File: src/rtl/segxlt_pkg.sv
package segxlt_pkg;

  typedef enum logic [1:0] {
    ACC_READ  = 2'd0,
    ACC_WRITE = 2'd1,
    ACC_EXEC  = 2'd2,
    ACC_RSVD  = 2'd3
  } accessE;

  typedef enum logic [2:0] {
    FLT_NONE    = 3'd0,
    FLT_RANGE   = 3'd1,
    FLT_INVALID = 3'd2,
    FLT_PRIV    = 3'd3,
    FLT_LIMIT   = 3'd4
  } faultE;

  typedef struct packed {
    logic latchReq;
    logic useCache;
    logic respondRange;
    logic respondEntry;
    logic fillCache;
  } ctlStrobesT;

endpackage

File: src/rtl/segxlt_datapath.sv
module segxlt_datapath
  import segxlt_pkg::*;
#(
  parameter int SEG_W = 4,
  parameter int OFF_W = 12,
  parameter int PA_W  = 16,
  localparam int ENT_W = PA_W + OFF_W + 4
) (
  input  logic             clk,
  input  logic             rstN,
  input  logic             cfgWrEn,
  input  logic             cfgSel,
  input  logic [PA_W-1:0]  cfgData,
  input  logic [SEG_W-1:0] reqSeg,
  input  logic [OFF_W-1:0] reqOffset,
  input  accessE           reqAccess,
  input  ctlStrobesT       ctl,
  input  logic [ENT_W-1:0] memRdData,
  output logic             segInRange,
  output logic             cacheHit,
  output logic [PA_W-1:0]  memRdAddr,
  output logic             rspValid,
  output faultE            rspFault,
  output logic [PA_W-1:0]  rspPhys
);

  localparam int CNT_W   = SEG_W + 1;
  localparam int LIM_LSB = PA_W;
  localparam int RD_BIT  = PA_W + OFF_W;
  localparam int WR_BIT  = RD_BIT + 1;
  localparam int EX_BIT  = RD_BIT + 2;
  localparam int VAL_BIT = RD_BIT + 3;

  logic [PA_W-1:0]  tableBase;
  logic [CNT_W-1:0] segCount;
  logic [SEG_W-1:0] segQ;
  logic [OFF_W-1:0] offQ;
  accessE           accQ;
  logic             cacheValid;
  logic [SEG_W-1:0] cacheSeg;
  logic [ENT_W-1:0] cacheEntry;

  logic [ENT_W-1:0] evalEntry;
  logic [PA_W-1:0]  entBase;
  logic [OFF_W-1:0] entLimit;
  logic             entValid;
  logic             rightOk;
  faultE            entryFault;

  always_ff @(posedge clk) begin
    if (!rstN) begin
      tableBase <= '0;
      segCount  <= '0;
    end else if (cfgWrEn) begin
      if (!cfgSel) tableBase <= cfgData;
      else         segCount  <= cfgData[CNT_W-1:0];
    end
  end

  always_ff @(posedge clk) begin
    if (!rstN) begin
      segQ <= '0;
      offQ <= '0;
      accQ <= ACC_READ;
    end else if (ctl.latchReq) begin
      segQ <= reqSeg;
      offQ <= reqOffset;
      accQ <= reqAccess;
    end
  end

  assign segInRange = {1'b0, segQ} < segCount;
  assign memRdAddr  = tableBase + PA_W'(segQ);

  always_ff @(posedge clk) begin
    if (!rstN) begin
      cacheValid <= 1'b0;
      cacheSeg   <= '0;
      cacheEntry <= '0;
    end else if (cfgWrEn) begin
      cacheValid <= 1'b0;
    end else if (ctl.fillCache) begin
      cacheValid <= 1'b1;
      cacheSeg   <= segQ;
      cacheEntry <= memRdData;
    end
  end

  assign cacheHit = cacheValid && (cacheSeg == segQ);

  assign evalEntry = ctl.useCache ? cacheEntry : memRdData;
  assign entBase   = evalEntry[PA_W-1:0];
  assign entLimit  = evalEntry[LIM_LSB +: OFF_W];
  assign entValid  = evalEntry[VAL_BIT];

  always_comb begin
    unique case (accQ)
      ACC_READ:  rightOk = evalEntry[RD_BIT];
      ACC_WRITE: rightOk = evalEntry[WR_BIT];
      ACC_EXEC:  rightOk = evalEntry[EX_BIT];
      default:   rightOk = 1'b0;
    endcase
  end

  always_comb begin
    if (!entValid)              entryFault = FLT_INVALID;
    else if (!rightOk)          entryFault = FLT_PRIV;
    else if (offQ >= entLimit)  entryFault = FLT_LIMIT;
    else                        entryFault = FLT_NONE;
  end

  always_ff @(posedge clk) begin
    if (!rstN) begin
      rspValid <= 1'b0;
      rspFault <= FLT_NONE;
      rspPhys  <= '0;
    end else begin
      rspValid <= ctl.respondRange | ctl.respondEntry;
      if (ctl.respondRange) begin
        rspFault <= FLT_RANGE;
        rspPhys  <= '0;
      end else if (ctl.respondEntry) begin
        rspFault <= entryFault;
        rspPhys  <= (entryFault == FLT_NONE) ? entBase + PA_W'(offQ) : '0;
      end
    end
  end

  assert_cfg_clears_copy_R10: assert property (@(posedge clk) disable iff (!rstN)
    cfgWrEn |=> !cacheValid);

  assert_single_pulse_R11: assert property (@(posedge clk) disable iff (!rstN)
    rspValid |=> !rspValid);

  assert_fault_zero_phys_R8: assert property (@(posedge clk) disable iff (!rstN)
    (rspValid && rspFault != FLT_NONE) |-> (rspPhys == '0));

  assert_hit_needs_copy_R9: assert property (@(posedge clk) disable iff (!rstN)
    ctl.useCache |-> cacheValid);

endmodule

File: src/rtl/segxlt_control.sv
module segxlt_control
  import segxlt_pkg::*;
(
  input  logic       clk,
  input  logic       rstN,
  input  logic       reqValid,
  input  logic       cfgWrEn,
  input  logic       memRdValid,
  input  logic       segInRange,
  input  logic       cacheHit,
  output logic       reqReady,
  output logic       memRdEn,
  output ctlStrobesT ctl
);

  typedef enum logic [1:0] {ST_IDLE, ST_LOOKUP, ST_WAIT} stateE;

  stateE stateQ, stateD;
  logic  staleQ;

  always_comb begin
    stateD   = stateQ;
    reqReady = 1'b0;
    memRdEn  = 1'b0;
    ctl      = '0;
    unique case (stateQ)
      ST_IDLE: begin
        reqReady = 1'b1;
        if (reqValid) begin
          ctl.latchReq = 1'b1;
          stateD       = ST_LOOKUP;
        end
      end
      ST_LOOKUP: begin
        if (cfgWrEn) begin
          stateD = ST_LOOKUP;
        end else if (!segInRange) begin
          ctl.respondRange = 1'b1;
          stateD           = ST_IDLE;
        end else if (cacheHit) begin
          ctl.useCache     = 1'b1;
          ctl.respondEntry = 1'b1;
          stateD           = ST_IDLE;
        end else begin
          memRdEn = 1'b1;
          stateD  = ST_WAIT;
        end
      end
      ST_WAIT: begin
        if (memRdValid) begin
          ctl.respondEntry = 1'b1;
          ctl.fillCache    = !staleQ && !cfgWrEn;
          stateD           = ST_IDLE;
        end
      end
      default: stateD = ST_IDLE;
    endcase
  end

  always_ff @(posedge clk) begin
    if (!rstN) begin
      stateQ <= ST_IDLE;
      staleQ <= 1'b0;
    end else begin
      stateQ <= stateD;
      if (memRdEn)                          staleQ <= 1'b0;
      else if (stateQ == ST_WAIT && cfgWrEn) staleQ <= 1'b1;
    end
  end

  assert_read_one_cycle_R4: assert property (@(posedge clk) disable iff (!rstN)
    memRdEn |=> !memRdEn);

  assert_busy_after_accept_R11: assert property (@(posedge clk) disable iff (!rstN)
    (reqValid && reqReady) |=> !reqReady);

  assert_no_read_on_range_R3: assert property (@(posedge clk) disable iff (!rstN)
    ctl.respondRange |-> !memRdEn);

endmodule

File: src/rtl/seg_translator.sv
module seg_translator
  import segxlt_pkg::*;
#(
  parameter int SEG_W = 4,
  parameter int OFF_W = 12,
  parameter int PA_W  = 16,
  localparam int ENT_W = PA_W + OFF_W + 4
) (
  input  logic             clk,
  input  logic             rstN,
  input  logic             cfgWrEn,
  input  logic             cfgSel,
  input  logic [PA_W-1:0]  cfgData,
  input  logic             reqValid,
  output logic             reqReady,
  input  logic [SEG_W-1:0] reqSeg,
  input  logic [OFF_W-1:0] reqOffset,
  input  logic [1:0]       reqAccess,
  output logic             memRdEn,
  output logic [PA_W-1:0]  memRdAddr,
  input  logic             memRdValid,
  input  logic [ENT_W-1:0] memRdData,
  output logic             rspValid,
  output logic [2:0]       rspFault,
  output logic [PA_W-1:0]  rspPhys
);

  ctlStrobesT ctl;
  logic       segInRange;
  logic       cacheHit;
  faultE      faultInt;

  segxlt_control u_control (
    .clk        (clk),
    .rstN       (rstN),
    .reqValid   (reqValid),
    .cfgWrEn    (cfgWrEn),
    .memRdValid (memRdValid),
    .segInRange (segInRange),
    .cacheHit   (cacheHit),
    .reqReady   (reqReady),
    .memRdEn    (memRdEn),
    .ctl        (ctl)
  );

  segxlt_datapath #(
    .SEG_W (SEG_W),
    .OFF_W (OFF_W),
    .PA_W  (PA_W)
  ) u_datapath (
    .clk        (clk),
    .rstN       (rstN),
    .cfgWrEn    (cfgWrEn),
    .cfgSel     (cfgSel),
    .cfgData    (cfgData),
    .reqSeg     (reqSeg),
    .reqOffset  (reqOffset),
    .reqAccess  (accessE'(reqAccess)),
    .ctl        (ctl),
    .memRdData  (memRdData),
    .segInRange (segInRange),
    .cacheHit   (cacheHit),
    .memRdAddr  (memRdAddr),
    .rspValid   (rspValid),
    .rspFault   (faultInt),
    .rspPhys    (rspPhys)
  );

  assign rspFault = faultInt;

endmodule

File: config.mk
export PLATFORM = sky130hd
export DESIGN_NAME = seg_translator
export DESIGN_NICKNAME = d
export VERILOG_FILES = /design/src/rtl/segxlt_pkg.sv /design/src/rtl/segxlt_datapath.sv /design/src/rtl/segxlt_control.sv /design/src/rtl/seg_translator.sv
export SDC_FILE = /design/constraint.sdc
export NUM_CORES = 1
export LEC_CHECK = 0
export ABC_CLOCK_PERIOD_IN_PS = 5300
export BUFFER_PORTS_ARGS = -buffer_cell sky130_fd_sc_hd__buf_2
export CAP_MARGIN = 30
export CORE_MARGIN = 1
export CORE_UTILIZATION = 40
export CTS_BUF_LIST = sky130_fd_sc_hd__clkbuf_8
export CTS_CLUSTER_DIAMETER = 200
export DETAILED_ROUTE_END_ITERATION = 8
export PLACE_DENSITY = 0.72
export SETUP_SLACK_MARGIN = 0.4
export SLEW_MARGIN = 20
export SYNTH_ARGS = -nofsm -noshare
export SYNTH_HDL_FRONTEND = slang
export SYNTH_SLANG_ARGS = --single-unit
File: constraint.sdc
create_clock -name clk -period 5.3 [get_ports clk]
set_clock_uncertainty 0.15 [all_clocks]
set_input_delay 1.06 -clock clk [delete_from_list [all_inputs] [get_ports clk]]
set_output_delay 1.06 -clock clk [all_outputs]
set_load 0.02 [all_outputs]
Yosys cells after proc, flatten, opt, wreduce, memory -nomap -nowiden
Cells that the tools add are included.

cells by class
  add/sub/neg operators = 2
  magnitude comparators = 2
  equality and inequality tests = 7
  muxes and demuxes = 29
  bitwise gates (word level) = 4
  reductions and logical operators = 16

operator list
  operator                                                                count
  32-bit two-way mux                                                      1
  16-bit by 12-bit adder with 16-bit output                               1
  16-bit by 4-bit adder with 16-bit output                                1
  16-bit two-way mux                                                      1
  2-bit two-way mux                                                       7
  1-bit two-way mux                                                       13
  12-bit >= comparator                                                    1
  3-bit two-way mux                                                       4
  2-bit AND reduction                                                     4
  2-bit one-hot mux with 3 select lines                                   1
  2-bit OR reduction                                                      3
  4-bit by 5-bit less-than comparator with 1-bit output                   1
  2-bit by 1-bit equality test with 1-bit output (second input constant)  2
  2-bit equality test (second input constant)                             2
  4-bit equality test                                                     1
  2-bit logical NOT                                                       2
  2-bit != test (second input constant)                                   2
  1-bit logical AND                                                       3
  3-bit logical NOT                                                       1
  1-bit inverter                                                          3
  1-bit one-hot mux with 3 select lines                                   1
  1-bit logical NOT                                                       2
  1-bit one-hot mux with 2 select lines                                   1
  2-bit nonzero test                                                      1
  1-bit OR                                                                1

storage, ports and cells
  bits in registers = 99
  input bits = 72
  output and inout port bits = 38
  logic and storage cells = 74

Longest topological paths before layout
Gate-level depths: netlist of run 1.

  depth after elaboration = 13
  gate-level depth with buffers = 21

By module
From an unflattened synthesis of run 1, not the netlist that was laid out.

second synthesis, totals
  cell total of the unflattened synthesis = 644
  area total of the unflattened synthesis = 5577.8 um2

modules (own cells, without submodules)
  module           times used  cells an instance  area each (um2)  seq. area each (um2)
  segxlt_datapath  1           615                5336.4           1921.8
  segxlt_control   1           29                 241.5            60.1

Worst setup path before layout of run 1
No wires, ideal clock.

  path type = input port to flip-flop
  start point = input port cfgWrEn
  end point = register u_datapath.rspPhys[14]
  arrival time = 3.826 ns
  setup slack = 1.208 ns
  cell stages on the path = 17
  cell sequence = nor2b_1 o211a_1 buf_6 clkbuf_1 nand2_1 nand2_1 ha_1 inv_1 fa_1 nor2b_1 o31ai_2 a21oi_1 a221o_1 nand3_1 a22oi_4 xnor2_1 a22o_1

between the ends
  cells in the longest elaborated chain, start to end = 9
  elaborated cells between the ends (all ways) = 13

RTL lines
  item                    RTL line                source
  start: declaration      seg_translator.sv:11    input logic cfgWrEn,
  3-bit two-way mux (*)   segxlt_control.sv:35    if (cfgWrEn) begin
  2-bit two-way mux       segxlt_control.sv:26    unique case (stateQ)
  32-bit two-way mux      segxlt_datapath.sv:91   assign evalEntry = ctl.useCache ? cacheEntry : memRdData;
  12-bit >= comparator    segxlt_datapath.sv:108  else if (offQ >= entLimit) entryFault = FLT_LIMIT;
  3-bit two-way mux       segxlt_datapath.sv:108
  3-bit two-way mux       segxlt_datapath.sv:107  else if (!rightOk) entryFault = FLT_PRIV;
  3-bit two-way mux       segxlt_datapath.sv:106  if (!entValid) entryFault = FLT_INVALID;
  3-bit logical NOT       segxlt_datapath.sv:124  rspPhys <= (entryFault == FLT_NONE) ? entBase + PA_W'(offQ) : '0;
  16-bit two-way mux      segxlt_datapath.sv:124
  end signal: assignment  segxlt_datapath.sv:124
  end: declaration        segxlt_datapath.sv:24   output logic [PA_W-1:0] rspPhys

Mark *: on every way between the ends. The rest lies on a longest branch, timed or not.
A chain may end at the register's enable or synchronous reset.

Worst setup path in the final report of run 1
Ends and elaborated chain as after synthesis.

==> run_results.csv, run 1 <==
group,metric,value,unit
grt,grt_pass1_wl,21910,um
clocking,cts.repair.resized,0,
worst_setup_path,critPathBufInv,3,
clocking,clock_latency,0.38,ns
drt,drtAntennaViolNets,0,
logic_synthesis,syn_nets,799,
worst_setup_path,timing.rr.start,"u_datapath.segQ[2]",
sta,fin_crit_sh,0.7534,
placed_design,place_congestion,0.9260,
logic_synthesis,yosys.area.top_type_share,0.3701,
worst_hold_path,hold_class,"reg -> reg",
drt,routedWlPerCell,14.06,um
final_layout,syn2layout_area_growth,16.54,%
logic_synthesis,synthMuxAreaShare,0.03458,
placed_design,io_buffers,109,
final_layout,nets,894,
clocking,htreeDepth,3,
logic_synthesis,synth_top_area_cell,"dfxtp_1",
logic_synthesis,synth_cell_types,61,
worst_setup_path,rrSetupSlack,1.31,ns
logic_synthesis,synth_most_common_cell,"nand2_1",
sta,slew_headroom,0.4461,
worst_setup_path,startpoint_type,"primary input",
logic_synthesis,postSynthAreaPerCell,7.750,um2
logic_synthesis,yosys_most_used_dff,"dfxtp_1",
drt,drt-initial-drc-count,232,
worst_setup_path,critPathSlowestCell,"fa_1",
worst_hold_path,whs_path_depth,2,
logic_synthesis,synth_xor_area_frac,0.04743,
grt,grt_most_used_layer,"met2",
worst_setup_path,critPathMaxFanout,18,
worst_setup_path,critical_path_class,"in -> reg",
sta,finalSetupTns,0,ns
sta,rsz0062_at_grt,"false",
clocking,cts_max_path_buffers,2,
floorplan,dieArea,0.01385,mm2
worst_setup_path,worst_r2r_path_depth,19,
sta,worstMarginPinSlew,0.8296,ns
floorplan,core,0.01282,mm2
grt,grt-ovfl-total,0,
logic_synthesis,yosys-top-cells-count,"214 x nand2_1, 99 x dfxtp_1, 98 x a21oi_1",
pwr,total_power,1524,uW
worst_setup_path,worst_ep_arrival_time,4.12,ns
clocking,cts_sinks,99,
pwr,p_per_area,244.1,mW/mm2
worst_setup_path,end_kind,"register",
grt,use_met3,0.05766,
drt,avgViaCountPerCell,5.109,
logic_synthesis,synth-simple-area-share,0.2446,
status,status,"finished, final reports clean",
clocking,cts_made_buffers,9,
logic_synthesis,synth_seq_cells,99,
sta,finalSetupViolCount,0,
grt,antenna_found_initial,0,
worst_setup_path,crit_chain,"buf_2 -> nor2b_1 -> o211a_1 -> buf_4 -> nand2_1 -> nand2_1 -> ha_1 -> inv_1 -> fa_1 -> nor2b_1 -> o31ai_2 -> a21oi_1 -> a221o_1 -> nand3_1 -> a22oi_4 -> xnor2_1 -> a22o_1",
grt,track_usage,0.1997,
logic_synthesis,synth_edf_count,0,
logic_synthesis,synth.area.top_cells,"dfxtp_1 37%, nand2_1 15%, a21oi_1 9.2%, ha_1 7.9%, mux2i_1 3.2%",
floorplan,initial_core_util,0.4176,
sta,finalHoldViolCount,0,
clocking,cts_setup_buffers,0,
clocking,cts-hold-fix-buffers,0,
worst_setup_path,slowest_delay,0.39,ns
floorplan,rows,41,
final_layout,drive_above_1_share,0.1861,
drt,num_vias,4920,
grt,met1_usage,0.2467,
worst_hold_path,hp-start,"u_datapath.rspPhys[9]",
flow_run,drv_cap,0,
logic_synthesis,synth-async-reset-ratio,0,
worst_setup_path,rr_endpoint,"u_datapath.rspPhys[14]",
logic_synthesis,ys_warn_count,0,
logic_synthesis,netlist_area,0.005355,mm2
logic_synthesis,synth_compound_area_frac,0.1757,
clocking,cts_root_buf,"clkbuf_8",
worst_setup_path,required,5.43,ns
logic_synthesis,synth.yosys.seq_area_share,0.3701,
sta,drv_slew,0,
drt,drc,0,
sta,post-route-min-period,3.993,ns
placed_design,hpwlAfterDp,10220,um
floorplan,io_pins,110,
grt,grt_pass1_vias,4494,
clocking,cts_tree,"yes",
pwr,leakagePower,0.002749,uW
floorplan,fp.dieW,117.7,um
floorplan,die_h,117.7,um
grt,use_met2,0.3316,
logic_synthesis,synthAdderAreaFrac,0.08692,
clocking,clk_pin_slew,0.09,ns
logic_synthesis,synth_top_family_by_area,"simple AND/OR/NAND/NOR gates",
pwr,vdd_ir_drop_max,0.1535,mV
logic_synthesis,syn_inst,691,
grt,grt_max_degree,48,
worst_hold_path,min_to,"u_datapath.rspPhys[9]",
worst_setup_path,cpLargestDelayFamily,"compound AO/OA/AOI/OAI gates",
drt,drt_wl_total,13540,um
sta,fmax,250.5,MHz
drt,drt_first_pass_iters,5,
-- kinds of logic (layout without fill, tap and decap cells) --
family / count (synthesis) / in the layout
flops: 99 / 99
fa+ha+maj: 36 / 36
mux: 18 / 18
xor+xnor: 29 / 29
simple gates: 302 / 302
buf+inv: 54 / 153
other cells: 0 / 1
compound gates: 153 / 153
-- area by class of cell --
| type | instances | area, um2 |
|---|---|---|
| Clock buffer | 12 | 165.2 |
| Inverter | 22 | 82.58 |
| Multi-Input combinational cell | 538 | 3162 |
| Fill cell | 1335 | 6584 |
| Antenna cell | 1 | 2.502 |
| Sequential cell | 99 | 1982 |
| Timing Repair Buffer | 116 | 618.1 |
| Tap cell | 172 | 215.2 |
| Clock inverter | 3 | 13.76 |
-- per-layer routing --
metal,wire length [um],share of wire
met3,734,0.054
met2,6437,0.48
met1,6121,0.45
met4,248,0.018
met5,0,0
-- worst max path at each step --
| stage | cells past startpoint | start | slack [ns] | end |
|---|---|---|---|---|
| final | 17 | cfgWrEn | 1.31 | u_datapath.rspPhys[14] |
| after global routing | 19 | u_datapath.segQ[2] | 0.95 | u_datapath.rspPhys[14] |
| after CTS | 19 | u_datapath.segQ[2] | 1.29 | u_datapath.rspPhys[14] |
| after detailed placement | 17 | cfgWrEn | 0.90 | u_datapath.rspPhys[14] |
| after global placement | 17 | cfgWrEn | 0.98 | u_datapath.rspPhys[14] |
| after floorplan | 17 | cfgWrEn | 1.21 | u_datapath.rspPhys[14] |
-- tightest hold or removal path, stage by stage, from the launching register on --
cell     delay, ns
dfxtp_1       0.31
nand2_1       0.05
a21oi_1       0.05
-- sequential cells by signal, indices dropped and copies added (netlist names), 3 cells and up --
register and count:
u_datapath.cacheSeg 4, u_datapath.rspPhys 16, u_datapath.rspFault 3, u_datapath.offQ 12, u_datapath.cacheEntry 32, u_datapath.segCount 5
u_datapath.tableBase 16, u_datapath.segQ 4
-- where the power goes --
part	internal (uW)	total (uW)	switching (uW)	leakage, uW
clock network	204	461	257	0.0000994
logic	109	275	166	0.00185
registers	766	788	22.5	0.000803
total	1080	1520	445	0.00275
-- through the flow --
step             util  setup WS (ns)  instance area [um2]  std cells  hold slack [ns]
6_report       0.4866          1.307                 6241        963           0.3026
3_3_place_gp   0.4692         0.9846                 6017        944           0.2914
3_5_place_dp   0.4719         0.9025                 6052        946           0.2950
5_1_grt        0.4864         0.9471                 6238        962           0.3232
2_1_floorplan       -          1.208                 5355        691           0.2818
4_1_cts        0.4859          1.294                 6231        961           0.3069
-- cells in the final DEF (no fill, tap or decap), types with 8 or more instances in the layout --
master,n
nand2_1,214
buf_2,109
dfxtp_1,99
a21oi_1,98
ha_1,34
nor2_1,26
inv_1,21
xnor2_1,17
mux2i_1,17
nand3_1,16
xor2_1,12
clkbuf_8,12
o21ai_0,10
nor2b_1,8
(Power assumes the default switching activity.)
==> run 2, diff against run 1 <==
--- a/config.mk
+++ b/config.mk
@@ -5,7 +5,7 @@
 export SDC_FILE = /design/constraint.sdc
 export NUM_CORES = 1
 export LEC_CHECK = 0
-export ABC_CLOCK_PERIOD_IN_PS = 5300
+export ABC_CLOCK_PERIOD_IN_PS = 3980
 export BUFFER_PORTS_ARGS = -buffer_cell sky130_fd_sc_hd__buf_2
 export CAP_MARGIN = 30
 export CORE_MARGIN = 1
==> constraint.sdc (replaced) <==
create_clock -name clk -period 3.98 [get_ports clk]
set_clock_uncertainty 0.15 [all_clocks]
set_input_delay 0.796 -clock clk [delete_from_list [all_inputs] [get_ports clk]]
set_output_delay 0.796 -clock clk [all_outputs]
set_load 0.02 [all_outputs]
==> run 2 against run 1 <==
- sequential power is 35% higher
- global-route usage rose by 0.77 points
- cell count up 3.3%
- count of clock-buffer cells in the layout decreased by 2
- critical path type is now reg -> reg
- worst setup slack got worse by 0.94 ns
- combinational power grew 63%
- worst hold slack worse by 0.0020 ns
- first-iteration DRC count rose by 35%
- non-clock buffer count increased by 32
==> run_results.csv, run 2 (synthesis gave the netlist of run 1 again) <==
group,metric,value,unit
status,status,"finished, final reports clean",
sta,holdWs,0.3006,ns
sta,fmax,276.6,MHz
grt,grt-ovfl-total,0,
clocking,cts_max_path_buffers,2,
drt,drc,0,
final_layout,final_cell_mix,"211 x nand2_1, 109 x buf_2, 94 x dfxtp_1",
clocking,cts-hold-fix-buffers,0,
clocking,cts_root_buf,"clkbuf_8",
placed_design,io_buffers,109,
sta,finalHoldViolCount,0,
floorplan,rows,41,
worst_setup_path,slowest_delay,0.39,ns
clocking,cts_made_buffers,9,
sta,post-route-min-period,3.615,ns
flow_run,drv_cap,0,
pwr,leakagePower,0.002950,uW
worst_setup_path,critPathSlowestCell,"fa_2",
worst_hold_path,hold_class,"reg -> reg",
sta,rsz0062_at_grt,"true",
drt,drt_first_pass_iters,5,
worst_setup_path,cpMostUsedCell,"a21oi_2",
final_layout,drive_above_1_share,0.2783,
final_layout,syn2layout_area_growth,27.50,%
clocking,htreeDepth,3,
worst_setup_path,critPathMaxFanout,5,
floorplan,die_h,117.7,um
final_layout,nets,926,
placed_design,hpwlAfterDp,10300,um
sta,worstMarginPinSlew,0.8157,ns
grt,track_usage,0.2074,
clocking,clock_latency,0.39,ns
sta,drv_slew,0,
worst_setup_path,required,4.10,ns
grt,antenna_found_initial,0,
grt,grt_pass1_wl,22760,um
worst_setup_path,crit_chain,"ha_4 -> a21oi_2 -> o21ai_2 -> a21oi_2 -> buf_4 -> o211a_4 -> nand2_1 -> nand2_1 -> ha_2 -> inv_2 -> fa_2 -> nor2b_4 -> o31ai_4 -> a21oi_2 -> a221o_1 -> nand3_2 -> a22oi_4 -> xnor2_1 -> a22o_1",
drt,drtAntennaViolNets,0,
sta,finalSetupTns,0,ns
drt,drt_wl_total,14840,um
worst_setup_path,cpLargestDelayFamily,"compound AO/OA/AOI/OAI gates",
floorplan,dieArea,0.01385,mm2
final_layout,stdcell_count,995,
clocking,clk_pin_slew,0.10,ns
drt,avgViaCountPerCell,5.210,
clocking,cts_sinks,99,
final_layout,diodes,0,
worst_setup_path,startpoint_type,"register",
drt,drt-initial-drc-count,314,
grt,grt_max_degree,49,
placed_design,place_inst,953,
final_layout,top_register,"u_datapath.cacheEntry",
sta,fin_crit_sh,0.9082,
final_layout,layout_commonest_cell,"nand2_1",
floorplan,fp.dieW,117.7,um
sta,slew_headroom,0.4554,
worst_setup_path,worst_ep_arrival_time,3.74,ns
final_layout,top_regs,"u_datapath.cacheEntry: 32 flops, u_datapath.rspPhys: 16 flops, u_datapath.tableBase: 16 flops",
floorplan,core,0.01282,mm2
final_layout,postLayoutCoreUtil,0.5324,
drt,routedWlPerCell,14.91,um
placed_design,place_congestion,0.8799,
clocking,cts_tree,"yes",
final_layout,largest_register_ffs,32,
floorplan,initial_core_util,0.4176,
pwr,p_per_area,318.9,mW/mm2
worst_setup_path,critical_path_class,"reg -> reg",
floorplan,io_pins,110,
pwr,vdd_ir_drop_max,0.2816,mV
drt,num_vias,5184,
sta,finalSetupViolCount,0,
worst_setup_path,end_kind,"register",
grt,grt_pass1_vias,4578,
worst_setup_path,critPathBufInv,2,
-- run 2: cell types whose count changed in the layout (fill, tap and decap cells not counted), sizes merged --
cell | before | now
buf | 116 | 147
diode | 1 | 0
bufinv | 0 | 1
inv | 23 | 24
clkinv | 2 | 3
clkbuf | 12 | 11
-- run 2: worst register-to-register path, cell delays in order, from the launching register on --
cell and delay, ns:
dfxtp_4 0.38, ha_4 0.24, a21oi_2 0.14, o21ai_2 0.08, a21oi_2 0.19, buf_4 0.15
o211a_4 0.21, nand2_1 0.06, nand2_1 0.07, ha_2 0.19, inv_2 0.04, fa_2 0.39
nor2b_4 0.16, o31ai_4 0.09, a21oi_2 0.18, a221o_1 0.21, nand3_2 0.12, a22oi_4 0.20
xnor2_1 0.08, a22o_1 0.17
-- run 2: final timing paths --
| check | startpoint | to | slack (ns) | cells past startpoint |
|---|---|---|---|---|
| setup / recovery | u_datapath.segQ[2] | u_datapath.rspPhys[14] | 0.37 | 19 |
| hold / removal | u_datapath.rspPhys[2] | u_datapath.rspPhys[2] | 0.30 | 2 |
| setup reg to reg | u_datapath.segQ[2] | u_datapath.rspPhys[14] | 0.37 | 19 |
| hold reg to reg | u_datapath.rspPhys[2] | u_datapath.rspPhys[2] | 0.30 | 2 |
-- run 2: final cells by class --
cell class,count,area (um2)
clock buffer,10,137.6
clock inverter,6,65.06
fill,1254,5997
inverter,22,82.58
multi-input combinational,538,3442
sequential,99,1993
tap,172,215.2
timing repair buffer,148,892.1
-- run 2: layer usage --
layer	share of wire	global-route usage	vias to the layer above
li1	-	-	2585
met4	0.025	0.07452	0
met3	0.056	0.04264	27
met1	0.45	0.2719	2406
met2	0.47	0.3357	166
met5	0	0	-
-- run 2: power breakdown --
group | switching (uW) | internal (uW) | leakage, uW
sequential | 35.8 | 1020 | 0.000806
combinational | 254 | 194 | 0.00204
clock | 365 | 309 | 0.000108
total | 655 | 1520 | 0.00295
-- run 2: metrics by stage --
step	instance area, um2	setup slack, ns	total power, uW
2_1_floorplan	5385	0.4158	1316
4_1_cts	6459	0.3776	2130
3_3_place_gp	6097	0.2276	1443
6_report	6828	0.3652	2177
5_1_grt	6828	0.1605	2287
3_5_place_dp	6097	0.1916	1446
-- run 2: timing repair --
item                                   in CTS  in global routing
setup endpoints to repair                  12                 20
endpoints found under the hold margin       0                  0
buffers inserted                            9                 16
gates cloned                                0                  1
pin swaps                                   4                 41
gates resized for setup                    17                 49
==> run 3, diff against run 2 <==
--- a/config.mk
+++ b/config.mk
@@ -5,15 +5,15 @@
 export SDC_FILE = /design/constraint.sdc
 export NUM_CORES = 1
 export LEC_CHECK = 0
-export ABC_CLOCK_PERIOD_IN_PS = 3980
+export ABC_CLOCK_PERIOD_IN_PS = 3000
 export BUFFER_PORTS_ARGS = -buffer_cell sky130_fd_sc_hd__buf_2
 export CAP_MARGIN = 30
 export CORE_MARGIN = 1
-export CORE_UTILIZATION = 40
+export CORE_UTILIZATION = 52
 export CTS_BUF_LIST = sky130_fd_sc_hd__clkbuf_8
 export CTS_CLUSTER_DIAMETER = 200
 export DETAILED_ROUTE_END_ITERATION = 8
-export PLACE_DENSITY = 0.72
+export PLACE_DENSITY = 0.9
 export SETUP_SLACK_MARGIN = 0.4
 export SLEW_MARGIN = 20
 export SYNTH_ARGS = -nofsm -noshare
==> constraint.sdc (replaced) <==
create_clock -name clk -period 3 [get_ports clk]
set_clock_uncertainty 0.15 [all_clocks]
set_input_delay 0.6 -clock clk [delete_from_list [all_inputs] [get_ports clk]]
set_output_delay 0.6 -clock clk [all_outputs]
set_load 0.02 [all_outputs]
==> run 3 against run 2 <==
- sequential power grew 33%
- flip-flop and latch count is the same
- combinational power grew 62%
- routed wire length grew 32%
- die area shrank 23%
- worst setup slack lost 1.0 ns
- count of clock-buffer cells in the layout is the same
- the flow now finishes with violations (setup timing)
- largest power group unchanged
- critical path type unchanged
- critical path depth shrank 2
- sequential share of layout area shrank 2.7 points
- highest routed layer unchanged
- largest cell class unchanged
- fmax shrank 1.3%
==> run_results.csv, run 3 (synthesis gave the netlist of run 1 again) <==
group,metric,value,unit
floorplan,io_pins,110,
floorplan,initial_core_util,0.5429,
final_layout,largest_register_ffs,32,
grt,grt_pass1_vias,5659,
clocking,cts_max_path_buffers,2,
placed_design,place_congestion,0.9231,
grt,grt-ovfl-total,0,
clocking,cts_tree,"yes",
sta,drv_slew,0,
final_layout,diodes,0,
placed_design,dp_slack,-0.5728,ns
drt,avgViaCountPerCell,6.044,
drt,drt_first_pass_iters,7,
placed_design,hpwlAfterDp,11320,um
placed_design,placed_area,0.006481,mm2
floorplan,fp.dieW,103.5,um
worst_setup_path,end_kind,"register",
grt,track_usage,0.3355,
final_layout,layout_commonest_cell,"nand2_1",
clocking,clock_latency,0.39,ns
floorplan,dieArea,0.01071,mm2
flow_run,drv_cap,0,
final_layout,top_register,"u_datapath.cacheEntry",
drt,routedWlPerCell,19.60,um
sta,finalSetupViolCount,29,
final_layout,fillers,571,
sta,rsz0062_at_grt,"true",
clocking,clk_pin_slew,0.11,ns
worst_setup_path,critical_path_class,"reg -> reg",
final_layout,top_regs,"u_datapath.cacheEntry: 32 flops, u_datapath.rspPhys: 16 flops, u_datapath.tableBase: 16 flops",
floorplan,rows,36,
sta,setup_ws,-0.6607,ns
floorplan,die_h,103.5,um
sta,worstMarginPinSlew,0.8470,ns
status,status,"finished with violations",
status,violations,"setup timing",
drt,drc,0,
drt,drt_wl_total,19580,um
drt,drtAntennaViolNets,0,
sta,post-route-min-period,3.661,ns
placed_design,io_buffers,109,
clocking,cts_sinks,99,
pwr,leakagePower,0.003320,uW
worst_setup_path,required,3.14,ns
final_layout,fin_area,0.007516,mm2
pwr,p_per_area,396.7,mW/mm2
final_layout,nets,969,
clocking,cts_made_buffers,9,
worst_setup_path,worst_ep_arrival_time,3.80,ns
worst_setup_path,startpoint_type,"register",
worst_hold_path,hold_class,"in -> reg",
sta,finalSetupTns,-12.50,ns
final_layout,syn2layout_area_growth,40.35,%
grt,antenna_found_initial,0,
floorplan,core,0.009864,mm2
pwr,vdd_ir_drop_max,0.2552,mV
sta,finalHoldViolCount,0,
grt,grt_pass1_wl,27130,um
worst_setup_path,critPathSlowestCell,"nor4_4",
drt,drt-initial-drc-count,550,
sta,fin_crit_sh,1.220,
final_layout,final_cell_mix,"197 x nand2_1, 95 x buf_2, 95 x dfxtp_1",
drt,num_vias,6038,
worst_setup_path,critPathMaxFanout,7,
grt,grt_max_degree,73,
clocking,cts_root_buf,"clkbuf_8",
worst_setup_path,slowest_delay,0.38,ns
clocking,htreeDepth,3,
final_layout,drive_above_1_share,0.3672,
final_layout,postLayoutCoreUtil,0.7619,
worst_setup_path,crit_chain,"buf_6 -> xor2_2 -> nor4_4 -> o211ai_4 -> buf_12 -> buf_6 -> nand2_2 -> nand2_2 -> ha_4 -> o211ai_1 -> a21oi_2 -> o21ai_4 -> a211oi_4 -> o2111ai_2 -> xor2_1 -> nand2_1 -> a31o_1",
sta,slew_headroom,0.4353,
sta,fmax,273.2,MHz
[run 3: cell types whose count changed in the layout (fill, tap and decap cells not counted), sizes merged]
cell / before / now
clkbuf: 11 / 10
clkinvlp: 0 / 3
bufinv: 1 / 0
buf: 147 / 191
clkinv: 3 / 1
[run 3: worst max-delay path, delay by kind of cell, from the launching register on]
| family | cells | cell delay (ns) |
|---|---|---|
| fa+ha+maj | 1 | 0.29 |
| buf+inv | 3 | 0.43 |
| simple gates | 4 | 0.62 |
| compound gates | 7 | 1.37 |
| xor+xnor | 2 | 0.36 |
| flops | 1 | 0.36 |
[run 3: area by class of cell]
| cell class | instances | area (um2) | area share |
|---|---|---|---|
| Sequential cell | 99 | 1989 | 0.2647 |
| Timing Repair Buffer | 191 | 1355 | 0.1803 |
| Inverter | 22 | 82.58 | 0.01099 |
| Clock inverter | 6 | 48.80 | 0.006492 |
| Clock buffer | 10 | 137.6 | 0.01831 |
| Tap cell | 133 | 166.4 | 0.02214 |
| Multi-Input combinational cell | 538 | 3736 | 0.4971 |
[run 3: timing repair]
item | in CTS | in global routing
gates cloned | 1 | 0
resized for setup | 84 | 46
setup buffers | 17 | 10
pin swaps | 48 | 35
hold buffers | 0 | 0
endpoints found under the setup margin | 31 | 35
[run 3: worst paths after layout]
kind	end	slack, ns	cells after the start	startpoint
worst max register to register	u_datapath.rspPhys[15]	-0.66	17	u_datapath.segQ[2]
worst min register to register	u_datapath.cacheEntry[20]	0.31	2	u_datapath.cacheEntry[20]
worst max-delay path	u_datapath.rspPhys[15]	-0.66	17	u_datapath.segQ[2]
worst min-delay path	u_datapath.tableBase[10]	0.28	3	cfgData[10]
[run 3: layer usage]
metal,global-route usage,share of wire
met1,0.3453,0.34
met2,0.6123,0.49
met3,0.08132,0.10
met4,0.2069,0.064
met5,0,0
[run 3: per-stage QoR]
step	total power, uW	hold slack [ns]	instances
final	2982	0.2800	999
after global routing	3075	0.2833	999
after CTS	2879	0.2840	989
after detailed placement	1990	0.2948	955
after global placement	1969	0.2891	955
after floorplan	1763	0.2818	691
[run 3: where the power goes]
part           internal, uW  switching (uW)
clock                   332             518
combinational           318             408
sequential             1350            51.9
